===== src/rtl/iso_in_gate.sv =====
module iso_in_gate (
  input  logic clk,
  input  logic rst_n,
  input  logic frame_sync_i,
  input  logic pkt_arm_i,
  input  logic in_tok_i,
  input  logic sof_tok_i,
  output logic send_data_o,
  output logic send_zlp_o,
  output logic arm_clr_o
);

  logic armed_q, sof_seen_q, data_q, zlp_q;

  wire release_ok = armed_q && (!frame_sync_i || sof_seen_q);
  wire fire       = in_tok_i && release_ok;

  always_ff @(posedge clk) begin
    if (!rst_n) begin
      armed_q    <= 1'b0;
      sof_seen_q <= 1'b0;
      data_q     <= 1'b0;
      zlp_q      <= 1'b0;
    end else begin
      data_q <= fire;
      zlp_q  <= in_tok_i && !release_ok;
      if (fire) begin
        armed_q    <= 1'b0;
        sof_seen_q <= 1'b0;
      end else if (sof_tok_i && armed_q) begin
        sof_seen_q <= 1'b1;
      end
      if (pkt_arm_i) armed_q <= 1'b1;
    end
  end

  assign send_data_o = data_q;
  assign send_zlp_o  = zlp_q;
  assign arm_clr_o   = data_q;

  p_tok_excl_r8: assert property (@(posedge clk) disable iff (!rst_n)
    !(in_tok_i && sof_tok_i));

  p_one_reply_r8: assert property (@(posedge clk) disable iff (!rst_n)
    in_tok_i |=> (send_data_o != send_zlp_o));

  p_quiet_r8: assert property (@(posedge clk) disable iff (!rst_n)
    !in_tok_i |=> (!send_data_o && !send_zlp_o));

  p_no_pkt_zlp_r3: assert property (@(posedge clk) disable iff (!rst_n)
    (in_tok_i && !armed_q) |=> send_zlp_o);

  p_immediate_r2: assert property (@(posedge clk) disable iff (!rst_n)
    (in_tok_i && !frame_sync_i && armed_q) |=> (send_data_o && arm_clr_o));

  p_early_in_r4: assert property (@(posedge clk) disable iff (!rst_n)
    (in_tok_i && frame_sync_i && !sof_seen_q) |=> send_zlp_o);

  p_held_r4: assert property (@(posedge clk) disable iff (!rst_n)
    (in_tok_i && frame_sync_i && armed_q && !sof_seen_q) |=> armed_q);

  p_sof_after_ready_r6: assert property (@(posedge clk) disable iff (!rst_n)
    $rose(sof_seen_q) |-> $past(armed_q));

  p_clear_on_send_r7: assert property (@(posedge clk) disable iff (!rst_n)
    send_data_o |-> !sof_seen_q);

endmodule


===== config.mk =====
export PLATFORM = sky130hd
export DESIGN_NAME = iso_in_gate
export DESIGN_NICKNAME = d
export VERILOG_FILES = /design/src/rtl/iso_in_gate.sv
export SDC_FILE = /design/constraint.sdc
export NUM_CORES = 1
export LEC_CHECK = 0
export BUFFER_PORTS_ARGS = -buffer_cell sky130_fd_sc_hd__buf_2
export CAP_MARGIN = 20
export CELL_PAD_IN_SITES_DETAIL_PLACEMENT = 1
export CELL_PAD_IN_SITES_GLOBAL_PLACEMENT = 1
export CORE_AREA = 4 4 41 43
export DETAILED_ROUTE_END_ITERATION = 10
export DIE_AREA = 0 0 45 47
export PLACE_DENSITY = 0.48
export RECOVER_POWER = 50
export REMOVE_ABC_BUFFERS = 1
export SYNTH_ARGS = -nofsm -noshare
export SYNTH_HDL_FRONTEND = slang
export SYNTH_SLANG_ARGS = --single-unit
export TNS_END_PERCENT = 10

===== constraint.sdc =====
create_clock -name clk -period 2.12 [get_ports clk]
set_input_delay 0.318 -clock clk [delete_from_list [all_inputs] [get_ports clk]]
set_output_delay 0.318 -clock clk [all_outputs]
set_load 0.01 [all_outputs]

==> impl_metrics.tcl <==
set metrics [dict create \
    postSynthAreaPerCell_um2 10.18 \
    drt_pass1_iterations 2 \
    syn-cell-area_um2 152.6 \
    start_util_pct 11.73 \
    track_usage_pct 4.822 \
    slew_headroom_pct 84.67 \
    synth_warnings 0 \
    cts_num_sinks 4 \
    r2r_end "sof_seen_q$_SDFFE_PP0P_" \
    ant_nets 0 \
    cp_max_fo 2 \
    drt_iter0_markers 3 \
    cts_buffer_depth 2 \
    cp-end-kind "primary output" \
    ys_ff_latch 4 \
    yosys.cell_types.count 10 \
    wire_per_inst_um 8.875 \
    hp-start "in_tok_i" \
    crit_type "reg2out" \
    overflow 0 \
    peakVddDrop_uv 290.5 \
    total_power_uw 191.1 \
    outcome "finished clean" \
    place.port_buffers 8 \
    whs_path_depth 2 \
    min_period_ns 0.9963 \
    area_delta_synth_final_pct 43.44 \
    grt_pass1_vias 167 \
    finalHoldViolCount 0 \
    crit_chain "buf_2" \
    post-route-util_pct 16.83 \
    dieArea_um2 2115 \
    vias 144 \
    clock_skew_ns 0.002773 \
    r2r_cells 2 \
    cp.arrival_ns 0.68 \
    drt-total-wl_um 355 \
    via_per_inst 3.600 \
    ff2ff_setup_slack_ns 1.25 \
    finalSetupViolCount 0 \
    crit_buf_inv 1 \
    worst_pin_slew_ns 0.2284 \
    num-nets-final 33 \
    gp_congestion 0.5772 \
    die_w_um 45 \
    final_common_cell "buf_2" \
    ctsResizeCount 0 \
    max_freq_ghz 1.004 \
    r2r-start "sof_seen_q$_SDFFE_PP0P_" \
    synth_seq_area_share_pct 52.46 \
    syn_inst 15 \
    required_ns 1.80 \
    insertion_delay_ns 0.23 \
    drive_gt1_share_pct 48.00 \
    cts_tree "done" \
    max-cap-violations 0 \
    antenna_found_initial 0 \
    min_path_type "in2reg" \
    mostFrequentLayoutCells "buf_2 (8), dfxtp_1 (4), clkbuf_4 (3), a21oi_1 (2), inv_1 (2)" \
    cts-root-buf "clkbuf_4" \
    num_antenna_cells 0 \
    critical-path-max-stage-delay_ns 0.32 \
    cts.htree.levels 1 \
    ioPinCount 9 \
    cp_top_family "flip-flops" \
    rows 13 \
    drv_slew 0 \
    power_density_nw_per_um2 872.7 \
    die_y_um 47 \
    finalInstanceArea_um2 219.0 \
    grt_setup_unrepaired "no" \
    cts_hold_buf 0 \
    finalSetupTns_ns 0 \
    core_area_um2 1301 \
    cts_buffers 3 \
    grt_first_pass_wirelength_um 627 \
    drc 0 \
    post_cts_buffers 0 \
    hold_end "armed_q$_SDFFE_PN0P_" \
    fin_crit_sh_pct 46.99 \
    startpoint_type "register" \
    p_leak_uw 0.0001081 \
    worst_path_max_delay_cell "dfxtp_1" \
    path_clk_slew_ns 0.04 \
    grt_start_max_net_pins 6 \
    place_area_um2 203.9 \
]
synthesized netlist by cell type:
master | instances | share of area [%]
nand2b_4 | 1 | 9.0
nand2_1 | 1 | 2.5
inv_1 | 2 | 4.9
o21ai_0 | 1 | 3.3
dfxtp_1 | 4 | 52
a311oi_1 | 1 | 5.7
a31oi_1 | 1 | 4.1
buf_4 | 1 | 4.9
and4_2 | 1 | 6.6
a21oi_1 | 2 | 6.6
layer usage:
layer	up-vias	share of wire, %	track usage (%)
li1	72	-	-
met5	-	0	0
met3	0	17	5.747
met1	61	47	4.556
met2	11	36	5.650
met4	0	0	3.509
area by class of cell:
class / instances / area (µm²)
fill: 166 / 1082
sequential: 4 / 80.08
multi-input combinational: 8 / 50.05
timing repair buffer: 8 / 40.04
clock buffer: 3 / 22.52
tap: 15 / 18.77
inverter: 2 / 7.507
flip-flops by register name, summed over array words and instances (netlist names):
signal and flops:
arm_clr_o 1, sof_seen_q 1, send_zlp_o 1, armed_q 1
how the worst max path moves through the flow:
stage / startpoint / endpoint / slack, ns / depth (start not counted)
2_1_floorplan: sof_seen_q$_SDFFE_PP0P_ / arm_clr_o$_SDFF_PN0_ / 1.37 / 2
3_3_place_gp: frame_sync_i / arm_clr_o$_SDFF_PN0_ / 1.30 / 3
3_5_place_dp: frame_sync_i / sof_seen_q$_SDFFE_PP0P_ / 1.26 / 3
4_1_cts: arm_clr_o$_SDFF_PN0_ / send_data_o / 1.11 / 1
5_1_grt: arm_clr_o$_SDFF_PN0_ / arm_clr_o / 1.08 / 1
6_report: arm_clr_o$_SDFF_PN0_ / send_data_o / 1.12 / 1
metrics by stage:
stage / hold WS, ns / setup WS, ns / std cells
finish: 0.3235 / 1.124 / 40
global route: 0.3383 / 1.083 / 40
CTS: 0.3142 / 1.110 / 40
detailed placement: 0.4839 / 1.258 / 37
global placement: 0.4827 / 1.296 / 37
floorplan: 0.4253 / 1.368 / 14
kinds of logic (layout without fill, tap and decap cells):
family	Yosys count	count (layout)	synth area share [%]
and+or+nand+nor	3	3	18.03
buffers and inverters	3	13	9.840
DFF	4	4	52.46
AOI/OAI and AO/OA	5	5	19.67
power by group:
part / internal [µW] / leakage (µW) / switching [µW]
sequential: 80.0 / 0.0000330 / 2.54
clock: 63.2 / 0.0000138 / 28.8
combinational: 8.19 / 0.0000614 / 8.38
total: 151 / 0.000108 / 39.7
(Power assumes the default switching activity.)
